### config.mk
export PLATFORM = sky130hd
export DESIGN_NAME = kwdt_top
export DESIGN_NICKNAME = d
export VERILOG_FILES = /design/src/rtl/kwdt_pkg.sv /design/src/rtl/kwdt_regs.sv /design/src/rtl/kwdt_prescale.sv /design/src/rtl/kwdt_fsm.sv /design/src/rtl/kwdt_top.sv
export SDC_FILE = /design/constraint.sdc
export NUM_CORES = 1
export LEC_CHECK = 0
export BUFFER_PORTS_ARGS = -buffer_cell sky130_fd_sc_hd__buf_2
export CORE_ASPECT_RATIO = 1.75
export CORE_MARGIN = 5
export CORE_UTILIZATION = 47
export CTS_CLUSTER_DIAMETER = 50
export DETAILED_ROUTE_END_ITERATION = 12
export HOLD_SLACK_MARGIN = 0.15
export PLACE_DENSITY = 0.72
export SETUP_SLACK_MARGIN = 0.02
export SYNTH_ARGS = -nofsm -noshare
export SYNTH_HDL_FRONTEND = slang
export SYNTH_HIERARCHICAL = 1
export SYNTH_SLANG_ARGS = --single-unit
### constraint.sdc
create_clock -name clk -period 3.3 [get_ports clk]
set_clock_uncertainty 0.15 [all_clocks]
set_input_delay 0.33 -clock clk [delete_from_list [all_inputs] [get_ports clk]]
set_output_delay 0.33 -clock clk [all_outputs]
set_load 0.005 [all_outputs]
### src/rtl/kwdt_pkg.sv
package kwdt_pkg;

    localparam logic [7:0] KEY_START = 8'hCC;
    localparam logic [7:0] KEY_FEED  = 8'hAA;
    localparam logic [7:0] KEY_OPEN  = 8'h55;

    localparam logic [1:0] ADDR_KEY    = 2'd0;
    localparam logic [1:0] ADDR_DIV    = 2'd1;
    localparam logic [1:0] ADDR_REFILL = 2'd2;

    typedef enum logic [1:0] {
        ST_IDLE = 2'd0,
        ST_RUN  = 2'd1,
        ST_FIRE = 2'd2,
        ST_HALT = 2'd3
    } wd_state_e;

    typedef enum logic {
        LK_SHUT = 1'b0,
        LK_OPEN = 1'b1
    } lock_state_e;

endpackage

### src/rtl/kwdt_regs.sv
module kwdt_regs
    import kwdt_pkg::*;
#(
    parameter int DATA_W = 8,
    parameter int CNT_W  = 8,
    parameter int PRE_W  = 3
) (
    input  logic              clk,
    input  logic              rst_n,
    input  logic              bus_we,
    input  logic [1:0]        bus_addr,
    input  logic [DATA_W-1:0] bus_wdata,
    output logic              key_start,
    output logic              key_feed,
    output logic [PRE_W-1:0]  div_code,
    output logic [CNT_W-1:0]  refill_val,
    output logic              unlocked
);

    lock_state_e lock_q, lock_d;
    logic        key_wr;
    logic        div_wr;
    logic        refill_wr;

    always_comb begin
        key_wr    = bus_we && (bus_addr == ADDR_KEY);
        key_start = key_wr && (bus_wdata == KEY_START);
        key_feed  = key_wr && (bus_wdata == KEY_FEED);
        div_wr    = bus_we && (bus_addr == ADDR_DIV)    && (lock_q == LK_OPEN);
        refill_wr = bus_we && (bus_addr == ADDR_REFILL) && (lock_q == LK_OPEN);
    end

    // lock machine: any key write decides the next lock state
    always_comb begin
        lock_d = lock_q;
        unique case (lock_q)
            LK_SHUT: if (key_wr && (bus_wdata == KEY_OPEN)) lock_d = LK_OPEN;
            LK_OPEN: if (key_wr && (bus_wdata != KEY_OPEN)) lock_d = LK_SHUT;
        endcase
    end

    always_ff @(posedge clk or negedge rst_n) begin
        if (!rst_n) lock_q <= LK_SHUT;
        else        lock_q <= lock_d;
    end

    always_ff @(posedge clk or negedge rst_n) begin
        if (!rst_n) begin
            div_code   <= '0;
            refill_val <= '1;
        end else begin
            if (div_wr)    div_code   <= bus_wdata[PRE_W-1:0];
            if (refill_wr) refill_val <= bus_wdata[CNT_W-1:0];
        end
    end

    always_comb unlocked = (lock_q == LK_OPEN);

endmodule

### src/rtl/kwdt_prescale.sv
module kwdt_prescale #(
    parameter int PRE_W      = 3,
    parameter int MAX_CODE   = 6,
    parameter int BASE_SHIFT = 3
) (
    input  logic             clk,
    input  logic             rst_n,
    input  logic             run,
    input  logic             clear,
    input  logic             tick_en,
    input  logic [PRE_W-1:0] div_code,
    output logic             step
);

    localparam int PC_W = BASE_SHIFT + MAX_CODE;

    logic [PC_W-1:0]  pre_q;
    logic [PC_W-1:0]  limit;
    logic [PRE_W-1:0] code_eff;

    // half-rate stage and selected divider folded into one terminal count
    always_comb begin
        code_eff = (div_code > PRE_W'(MAX_CODE)) ? PRE_W'(MAX_CODE) : div_code;
        limit    = PC_W'((32'd1 << (BASE_SHIFT + int'(code_eff))) - 32'd1);
        step     = run && tick_en && (pre_q >= limit);
    end

    always_ff @(posedge clk or negedge rst_n) begin
        if (!rst_n)              pre_q <= '0;
        else if (clear)          pre_q <= '0;
        else if (run && tick_en) pre_q <= step ? '0 : pre_q + 1'b1;
    end

endmodule

### src/rtl/kwdt_fsm.sv
module kwdt_fsm
    import kwdt_pkg::*;
#(
    parameter int CNT_W = 8
) (
    input  logic             clk,
    input  logic             rst_n,
    input  logic             hw_start,
    input  logic             key_start,
    input  logic             key_feed,
    input  logic             step,
    input  logic [CNT_W-1:0] refill_val,
    output wd_state_e        state,
    output logic [CNT_W-1:0] count,
    output logic             run,
    output logic             start_evt,
    output logic             wdt_rst
);

    wd_state_e        state_q, state_d;
    logic [CNT_W-1:0] cnt_q, cnt_d;

    always_comb begin
        state_d   = state_q;
        cnt_d     = cnt_q;
        start_evt = 1'b0;
        unique case (state_q)
            ST_IDLE: begin
                if (hw_start || key_start) begin
                    state_d   = ST_RUN;
                    cnt_d     = '1;
                    start_evt = 1'b1;
                end
            end
            ST_RUN: begin
                if (key_feed) begin
                    cnt_d = refill_val;
                    if (refill_val == '0) state_d = ST_FIRE;
                end else if (step) begin
                    cnt_d = cnt_q - 1'b1;
                    if (cnt_q == CNT_W'(1)) state_d = ST_FIRE;
                end
            end
            ST_FIRE: state_d = ST_HALT;
            ST_HALT: state_d = ST_HALT;
        endcase
    end

    always_ff @(posedge clk or negedge rst_n) begin
        if (!rst_n) begin
            state_q <= ST_IDLE;
            cnt_q   <= '1;
        end else begin
            state_q <= state_d;
            cnt_q   <= cnt_d;
        end
    end

    always_comb begin
        state   = state_q;
        count   = cnt_q;
        run     = (state_q == ST_RUN);
        wdt_rst = (state_q == ST_FIRE);
    end

endmodule

### src/rtl/kwdt_top.sv
module kwdt_top
    import kwdt_pkg::*;
#(
    parameter int DATA_W     = 8,
    parameter int CNT_W      = 8,
    parameter int PRE_W      = 3,
    parameter int MAX_CODE   = 6,
    parameter int BASE_SHIFT = 3
) (
    input  logic              clk,
    input  logic              rst_n,
    input  logic              tick_en,
    input  logic              hw_start,
    input  logic              bus_we,
    input  logic [1:0]        bus_addr,
    input  logic [DATA_W-1:0] bus_wdata,
    output logic              wdt_rst
);

    logic             key_start;
    logic             key_feed;
    logic [PRE_W-1:0] div_code;
    logic [CNT_W-1:0] refill_val;
    logic             unlocked;
    logic             step;
    logic             run;
    logic             start_evt;
    logic [CNT_W-1:0] count;
    wd_state_e        state;

    kwdt_regs #(.DATA_W(DATA_W), .CNT_W(CNT_W), .PRE_W(PRE_W)) u_regs (
        .clk(clk), .rst_n(rst_n), .bus_we(bus_we), .bus_addr(bus_addr),
        .bus_wdata(bus_wdata), .key_start(key_start), .key_feed(key_feed),
        .div_code(div_code), .refill_val(refill_val), .unlocked(unlocked)
    );

    kwdt_prescale #(.PRE_W(PRE_W), .MAX_CODE(MAX_CODE), .BASE_SHIFT(BASE_SHIFT)) u_pre (
        .clk(clk), .rst_n(rst_n), .run(run), .clear(start_evt),
        .tick_en(tick_en), .div_code(div_code), .step(step)
    );

    kwdt_fsm #(.CNT_W(CNT_W)) u_fsm (
        .clk(clk), .rst_n(rst_n), .hw_start(hw_start), .key_start(key_start),
        .key_feed(key_feed), .step(step), .refill_val(refill_val),
        .state(state), .count(count), .run(run), .start_evt(start_evt),
        .wdt_rst(wdt_rst)
    );

endmodule

# Word-level counts from Yosys, hierarchy flattened
# Cells that the tools add are included.
dict set report word_totals {
  register_bits 31
  inputBits 15
  output_inout_bits 1
  elab_cells 67
}
dict set report op_classes {
  n_addsub 4
  magnitude_cmp 2
  n_eq_ne 14
  shift 1
  mux 19
  bitwise 1
  n_reduce_logical 20
}
# op n
set ops {}
lappend ops {{left shift 1 x 32 -> 9 bit (first input constant)} 1}
lappend ops {{two-way mux 9 bit} 3}
lappend ops {{two-way mux 8 bit} 3}
lappend ops {{== test 8 bit (second input constant)} 2}
lappend ops {{one-hot mux 8 bit (2 select lines)} 1}
lappend ops {{logical AND 1 bit} 11}
lappend ops {{two-way mux 2 bit} 5}
lappend ops {{adder 9 x 1 -> 9 bit (second input constant)} 1}
lappend ops {{greater-or-equal comparator 9 bit} 1}
lappend ops {{subtractor 9 x 1 -> 9 bit (second input constant)} 1}
lappend ops {{== test 8 x 1 -> 1 bit (second input constant)} 1}
lappend ops {{== test 8 x 7 -> 1 bit (second input constant)} 1}
lappend ops {{zero test 8 bit} 1}
lappend ops {{!= test 8 x 7 -> 1 bit (second input constant)} 1}
lappend ops {{subtractor 8 x 1 -> 8 bit (second input constant)} 1}
lappend ops {{== test 2 bit (second input constant)} 3}
lappend ops {{!= test 3 x 2 -> 1 bit (second input constant)} 2}
lappend ops {{one-hot mux 2 bit (3 select lines)} 1}
lappend ops {{adder 2 x 3 -> 4 bit (first input constant)} 1}
lappend ops {{== test 2 x 1 -> 1 bit (second input constant)} 2}
lappend ops {{zero test 2 bit} 2}
lappend ops {{two-way mux 1 bit} 4}
lappend ops {{AND reduction 4 bit} 1}
lappend ops {{nonzero test 2 bit} 2}
lappend ops {{other kinds (9)} 9}

# Depth between registers and ports, before layout
# Gate-level depths: netlist of run 1.
dict set report logic_depth {
  word_depth 10
  mapped_depth 13
  ltp_nobuf 11
}

# Cells and area by module
# Netlist of run 1, hierarchy kept.
# module instances cells_each area_per_inst_um2 seq_area_each_um2
set modules_own_cells {}
lappend modules_own_cells {kwdt_prescale 1 92 792.0 225.2}
lappend modules_own_cells {kwdt_fsm 1 84 732.0 260.2}
lappend modules_own_cells {kwdt_regs 1 35 549.3 310.3}

# Least setup slack after synthesis of run 1
# OpenSTA, ideal clock, no wires.
dict set report synth_timing {
  kind {reg-to-reg}
  from {reg u_regs.div_code[2]}
  to {reg u_fsm.cnt_q[3], in the netlist u_fsm/count[3]}
  setup_time_ns 0.080
  arrival_ns 2.418
  required_time_ns 3.070
  setup_slack_ns 0.652
  stages_incl_launch_ff 12
  path_buffers 1
  synth_period_minus_slack_ns 2.648
  path_cell_list {dfrtp_1 > o21ai_0 > ha_1 > nand2_1 > o21ai_0 > inv_1 > a21oi_1 > nor2_1 > a211oi_2 > buf_6 > a31o_2 > a21oi_1}
}
dict set report synth_via {
  elab_chain_len 9
}
# element line_no
set synth_rtl {}
lappend synth_rtl {{start, declared} kwdt_regs.sv:15} ;# output logic [PRE_W-1:0] div_code,
lappend synth_rtl {{start signal, assigned} kwdt_regs.sv:52} ;# if (div_wr) div_code <= bus_wdata[PRE_W-1:0];
lappend synth_rtl {{greater-than comparator 3 bit} kwdt_prescale.sv:23} ;# code_eff = (div_code > PRE_W'(MAX_CODE)) ? PRE_W'(MAX_CODE) : div_code;
lappend synth_rtl {{two-way mux 3 bit (*)} kwdt_prescale.sv:23}
lappend synth_rtl {{adder 2 x 3 -> 4 bit (*)} kwdt_prescale.sv:24} ;# limit = PC_W'((32'd1 << (BASE_SHIFT + int'(code_eff))) - 32'd1);
lappend synth_rtl {{left shift 1 x 32 -> 9 bit (*)} kwdt_prescale.sv:24}
lappend synth_rtl {{subtractor 9 x 1 -> 9 bit (*)} kwdt_prescale.sv:24}
lappend synth_rtl {{greater-or-equal comparator 9 bit (*)} kwdt_prescale.sv:25} ;# step = run && tick_en && (pre_q >= limit);
lappend synth_rtl {{logical AND 1 bit (*)} kwdt_prescale.sv:25}
lappend synth_rtl {{named net step} kwdt_top.sv:25} ;# logic step;
lappend synth_rtl {{!= test 3 bit (no source line) (*)} n/a}
lappend synth_rtl {{AND reduction 3 bit (no source line) (*)} n/a}
lappend synth_rtl {{end signal, assigned} kwdt_fsm.sv:55} ;# cnt_q <= cnt_d;
lappend synth_rtl {{end, declared} kwdt_fsm.sv:21} ;# logic [CNT_W-1:0] cnt_q, cnt_d;
# The timed path passes the listed nets; every way through them passes the cells marked *.
# A chain may end at the register's enable or synchronous reset.

# Final worst setup path of run 1
dict set report layout_timing {
  from {reg u_regs.div_code[2]}
  to {reg u_fsm.cnt_q[6], in the netlist u_fsm/count[6]}
}
# Same word-level chain as after synthesis.

==> impl_results.md, run 1 <==
* H-tree levels at 2
* Worst rel slew slack at 52.6%
* Fin. max-slew vios at 0
* Synthesized area per cell at 9.83 um^2
* Via count at 1726
* Buf+Inv Stages, Crit Path at 1
* Number of global-route vias before repair at 1794
* Switching Power at 0.000662 W
* Core Footprint at 0.00436 mm^2
* Initial Util at 47.5%
* Worst endpoint required time at 3.37 ns
* I/O Buffers at 15
* Clock Path Buffers at 2
* IO Pins at 16
* Worst skew pair latency at 0.29 ns
* DP HPWL at 3.53 mm
* Die X at 60.2 um
* CTS Sinks at 31
* Sum Neg Setup Slack at 0 ns
* Routability cong. at 0.809
* Post-synth cell types at 54
* Crit path DAT at 2.92 ns
* Syn Std Cell Area at 0.00207 mm^2
* Cell count after synthesis at 211
* Fin area at 0.00230 mm^2
* Initial DRC Count at 49
* Hold Crit Class: in -> reg
* Grt total ovfl at 0
* Clock share of power at 17.8%
* PostCTS Resize Cnt at 0
* WL met2 at 2.66 mm
* CTS Hold Bufs at 3
* VDD IR max at 0.000631 V
* Post-route ant nets at 0
* Sequential area share after synthesis at 38.4%
* Sw frac at 41.4%
* DRC Markers at 0
* Row cnt at 32
* Highest metal used: met4
* FMAX at 351 MHz
* Met1 Wirelength at 1.77 mm
* Async SR Flop Fraction at 100%
* WL met3 at 118 um
* Seq pwr share at 36.5%
* Max-capacitance violation count at 0
* Seq cells post-synth at 31
* Final Hold Viols at 0
* Post-CTS Setup Bufs at 0
* GRT Total Usage at 18.1%
* Share of layout cells above drive strength 1 at 28.9%
* Most frequent cells in the layout: nor2_1 (19), a21oi_1 (18), dfstp_2 (16), buf_2 (15), dfrtp_1 (15)
* Comb pwr share at 45.7%
* Most common cell after layout, fill and taps aside: nor2_1
* Outcome: finished, final reports clean
* Post-place setup slack at 0.463 ns
* CTS tree: built
* Worst setup SP type: register
* Count of yosys warnings during synthesis at 6
* Ant. Diodes at 0
* RSZ-0062 raised after global routing: no
* Crit path cell chain: o21ai_0, ha_1, nand4_1, a311o_2, a21oi_1, nor2_1, a211oi_2, buf_4, a21boi_1, a2bb2oi_1
* Final setup violation count at 0
* Post-synth EDFFs at 0
* Final worst setup slack at 0.448 ns
* Fin crit share at 86.4%
* R2r setup slk at 0.45 ns
* Global-route wire length before repair at 8.16 mm
* Die Footprint at 0.00589 mm^2
* Leak at 0.982 nW
* CP top delay family: compound AO/OA/AOI/OAI gates
* Initial antenna violation count at 0
* Largest net degree at the start of global routing at 32
* Worst-path clk slew at 0.07 ns
* Vias per cell at 6.03
* Ys flop type: dfstp_2
* Pint at 0.000937 W
* Max FO, Critical Path at 14
* Fin nets at 261
* Final Util at 52.8%
* Final critical-path required period at 2.85 ns
* Post-DP Area at 0.00219 mm^2
* Layout area overhead at 11.2%
* Total Wirelength at 4.69 mm
* CP max stage delay at 0.47 ns
* DR pass1 iterations at 4
* Routed wire per std cell at 16.4 um
* CP max-delay cell: a311o_2
* Power density cells at 694 mW/mm^2
* Worst-Margin Slew at 0.712 ns
* CTS buffer count at 5
* Clock Root Buffer: clkbuf_8
* Type of element capturing the critical path: register
* Crit Path Category: reg -> reg
* Die Y at 97.9 um
[final cells by class]
class | instances | area [um^2]
Multi-Input combinational cell | 162 | 1180
Tap cell | 51 | 63.8
Inverter | 12 | 45.0
Sequential cell | 31 | 796
Timing Repair Buffer | 22 | 135
Clock inverter | 1 | 5.00
Fill cell | 419 | 2060
Clock buffer | 7 | 76.3
[power groups by stage]
stage                     Clock [W]  Combinational [W]  Sequential [W]
after global placement            0           0.000709        0.000588
after CTS                  0.000298           0.000726        0.000582
after global routing       0.000317           0.000831        0.000596
after floorplan                   0           0.000629        0.000550
final                      0.000285           0.000731        0.000583
after detailed placement          0           0.000724        0.000587
[synthesized netlist by cell type (all sizes together), types with 2 or more instances]
master	count	area, um^2
nor3b	4	35.0
a31o	3	26.3
a2bb2oi	2	17.5
dfrtp	15	375
a22oi	5	37.5
and2	3	18.8
nor3	6	40.0
and3	4	25.0
nand4bb	3	33.8
a21oi	19	98.9
nor4b	3	26.3
buf	6	48.8
nand2	12	45.0
inv	12	45.0
nand2b	3	18.8
nand4	4	25.0
o31ai	4	35.0
o21bai	3	22.5
nand3	7	35.0
nand4b	3	41.3
nor4	3	18.8
dfstp	16	420
mux2	12	135
nor2	19	71.3
o21ai	8	40.0
ha	12	150
[kinds of logic after synthesis]
group,share of synthesized area [%]
AO/OA/AOI/OAI,19.8
AND/OR/NAND/NOR,22.7
multiplexers,7.00
adder cells (fa/ha/maj),7.24
flip-flops,38.4
other,0.181
buffers and inverters,4.71
[through the flow]
step,power (W),hold WS (ns),cells
2_1_floorplan,0.00118,-0.116,212
3_3_place_gp,0.00130,0.263,275
3_5_place_dp,0.00131,0.267,275
4_1_cts,0.00161,0.156,286
5_1_grt,0.00174,0.162,286
6_report,0.00160,0.169,286
[layer usage]
metal  global-route usage (%)  up-vias
met5                        0        -
li1                         -      835
met3                     3.57       10
met2                     32.6       25
met1                     19.0      856
met4                     8.87        0
[sequential cells by signal, summed over array words and instances (netlist names), named ones only]
name               flops
u_regs/refill_val      8
u_pre/pre_q            9
u_fsm/state            2
u_fsm/count            8
u_regs/div_code        3
[worst paths after layout]
path                               startpoint                   end  depth (start not counted)
max in group asynchronous               rst_n        u_fsm/state[0]                          2
setup / recovery           u_regs/div_code[2]        u_fsm/count[6]                         10
min in group asynchronous               rst_n        u_pre/pre_q[3]                          2
hold reg to reg                u_fsm/count[7]        u_fsm/count[7]                          2
hold / removal                   bus_wdata[6]  u_regs/refill_val[6]                          2
setup reg to reg           u_regs/div_code[2]        u_fsm/count[6]                         10
(Power assumes the default switching activity.)
==> inputs of run 2 (changes only) <==
--- a/config.mk
+++ b/config.mk
@@ -12,7 +12,7 @@
 export CTS_CLUSTER_DIAMETER = 50
 export DETAILED_ROUTE_END_ITERATION = 12
 export HOLD_SLACK_MARGIN = 0.15
-export PLACE_DENSITY = 0.72
+export PLACE_DENSITY = 0.74
 export SETUP_SLACK_MARGIN = 0.02
 export SYNTH_ARGS = -nofsm -noshare
 export SYNTH_HDL_FRONTEND = slang
==> constraint.sdc (replaced) <==
create_clock -name clk -period 2.35 [get_ports clk]
set_clock_uncertainty 0.15 [all_clocks]
set_input_delay 0.235 -clock clk [delete_from_list [all_inputs] [get_ports clk]]
set_output_delay 0.235 -clock clk [all_outputs]
set_load 0.005 [all_outputs]
==> run 2 against run 1 <==
Net effect: the run now ends with negative setup slack left; maximum frequency increased by 18%; total power increased by 72%; count of clock-buffer cells in the layout decreased by 2; combinational power increased by 100%; setup slack got worse by 0.52 ns; final cell count increased by 9.4%; first-iteration DRC count decreased by 45%; die area unchanged; hold slack improved by 0.011 ns; via count increased by 7.6%; cell area increased by 14%; non-clock buffer count increased by 27; critical path type unchanged.
==> impl_results.md, run 2 (synthesized netlist as in run 1, its figures left out) <==
* Outcome: finished, violations left
* Failing checks: negative setup slack
* CTS buffer count at 5
* RSZ-0062 raised after global routing: yes
* R2R cell count at 10
* I/O Buffers at 15
* Global-route wire length before repair at 8.40 mm
* Switching Power at 0.00107 W
* Worst rel slew slack at 54.1%
* Hold Slack at 0.181 ns
* Fin nets at 288
* Routed wire per std cell at 16.3 um
* DRC Markers at 0
* Max FO, Critical Path at 4
* Initial DRC Count at 27
* RR Startpoint: u_regs/div_code[0]
* Core Footprint at 0.00436 mm^2
* Fin cells at 313
* Worst-path clk slew at 0.07 ns
* Crit path DAT at 2.48 ns
* GRT Total Usage at 18.8%
* Leak at 1.13 nW
* Die Footprint at 0.00589 mm^2
* Type of element capturing the critical path: register
* Row cnt at 32
* Via count at 1857
* H-tree levels at 2
* Initial Util at 47.5%
* Ant. Diodes at 0
* Pint at 0.00168 W
* Hold Crit Start: bus_addr[0]
* Worst setup SP type: register
* Post-route ant nets at 0
* Fin crit share at 103%
* DP HPWL at 3.74 mm
* IO Pins at 16
* Design Power at 0.00275 W
* Total Wirelength at 5.10 mm
* CTS Sinks at 31
* VDD IR max at 0.000824 V
* Worst-Margin Slew at 0.688 ns
* Final setup violation count at 6
* FMAX at 413 MHz
* Hold Crit Class: in -> reg
* Most common cell after layout, fill and taps aside: buf_4
* Worst skew pair latency at 0.28 ns
* Die X at 60.2 um
* Number of global-route vias before repair at 1826
* Clock Path Buffers at 2
* Largest net degree at the start of global routing at 32
* Final worst setup slack at -0.0711 ns
* Max reg flops at 9
* CP max-delay cell: dfrtp_2
* Final critical-path required period at 2.42 ns
* Seq pwr share at 27.9%
* Most frequent cells in the layout: buf_4 (22), nor2_1 (17), a21oi_1 (16), dfstp_2 (16), buf_2 (15)
* Final Hold Viols at 0
* Buf+Inv Stages, Crit Path at 1
* R2R Path End: u_fsm/count[7]
* Worst endpoint required time at 2.41 ns
* WHS Path Cells at 3
* Max-capacitance violation count at 0
* CTS tree: built
* CP max stage delay at 0.43 ns
* Sw frac at 38.9%
* Comb pwr share at 52.9%
* Initial antenna violation count at 0
* DR pass1 iterations at 4
* Crit Path Category: reg -> reg
* Share of layout cells above drive strength 1 at 38.5%
* Clock Root Buffer: clkbuf_8
* Routability cong. at 0.832
* Placed Instances at 292
* Worst Setup SP: u_regs/div_code[0]
* Power density cells at 1050 mW/mm^2
* R2r setup slk at -0.07 ns
* Fin. max-slew vios at 0
* Crit path cell chain: nor3_2, ha_1, nand2_1, a311o_2, a21oi_4, nor2_2, a211oi_4, buf_4, a41o_2, a21oi_2
* Vias per cell at 5.93
* Layout area overhead at 26.5%
* Clock share of power at 19.1%
* Grt total ovfl at 0
* CP top delay family: compound AO/OA/AOI/OAI gates
* Top reg by flops: u_pre/pre_q
* Sum Neg Setup Slack at -0.260 ns
* Die Y at 97.9 um
[run 2: cell count changes in the layout (fill, tap and decap cells not counted), sizes merged]
cell / before / now
buf: 19 / 39
bufinv: 0 / 1
clkbuf: 7 / 5
clkinv: 1 / 2
dlygate4sd3: 3 / 10
[run 2: per-stage QoR]
stage          area (um^2)  util, %  setup WS [ns]
4_1_cts               2560     58.7        -0.0624
5_1_grt               2620     60.1         -0.231
2_1_floorplan         2090        -        -0.0637
3_3_place_gp          2340     53.5         0.0216
3_5_place_dp          2340     53.5        -0.0256
6_report              2620     60.1        -0.0711
[run 2: worst max-delay path by stage]
stage	to	cells after the start
3_5_place_dp	u_fsm/count[3]	10
4_1_cts	u_fsm/count[3]	10
6_report	u_fsm/count[7]	10
3_3_place_gp	u_fsm/count[3]	10
2_1_floorplan	u_fsm/count[3]	11
5_1_grt	u_fsm/count[2]	10
[run 2: layer usage]
metal  global-route usage [%]  share of wire [%]  routed length, um  vias up
li1                         -                  -                  -      887
met1                     20.0                 36               1840      923
met2                     33.7                 58               2970       30
met3                     2.65                1.9                 99       17
met4                     10.2                3.8                192        0
met5                        0                  0                  0        -
[run 2: power by group through the flow]
stage / Sequential, W / Clock, W / Combinational [W]
3_5_place_dp: 0.000773 / 0 / 0.00129
4_1_cts: 0.000766 / 0.000545 / 0.00132
2_1_floorplan: 0.000773 / 0 / 0.000917
3_3_place_gp: 0.000770 / 0 / 0.00126
6_report: 0.000769 / 0.000527 / 0.00146
5_1_grt: 0.000784 / 0.000573 / 0.00161
[run 2: worst min-delay path: stages]
cell	delay, ns
buf_2	0.11
nor3b_2	0.05
mux2_1	0.19
[run 2: area by class of cell]
class                           count  area [um^2]
Timing Repair Buffer               49          363
Inverter                           12         45.0
Fill cell                         345         1740
Clock buffer                        5         68.8
Multi-Input combinational cell    162         1240
Tap cell                           51         63.8
Clock inverter                      3         43.8
Sequential cell                    31          800
[run 2: repair_timing]
| action | in CTS | in global routing |
|---|---|---|
| resized for setup | 4 | 11 |
| setup buffers | 0 | 2 |
| gates cloned | 0 | 1 |
| pin swaps | 0 | 5 |
| endpoints found under the hold margin | 27 | 0 |
| endpoints found under the setup margin | 7 | 15 |
| hold buffers | 10 | 0 |
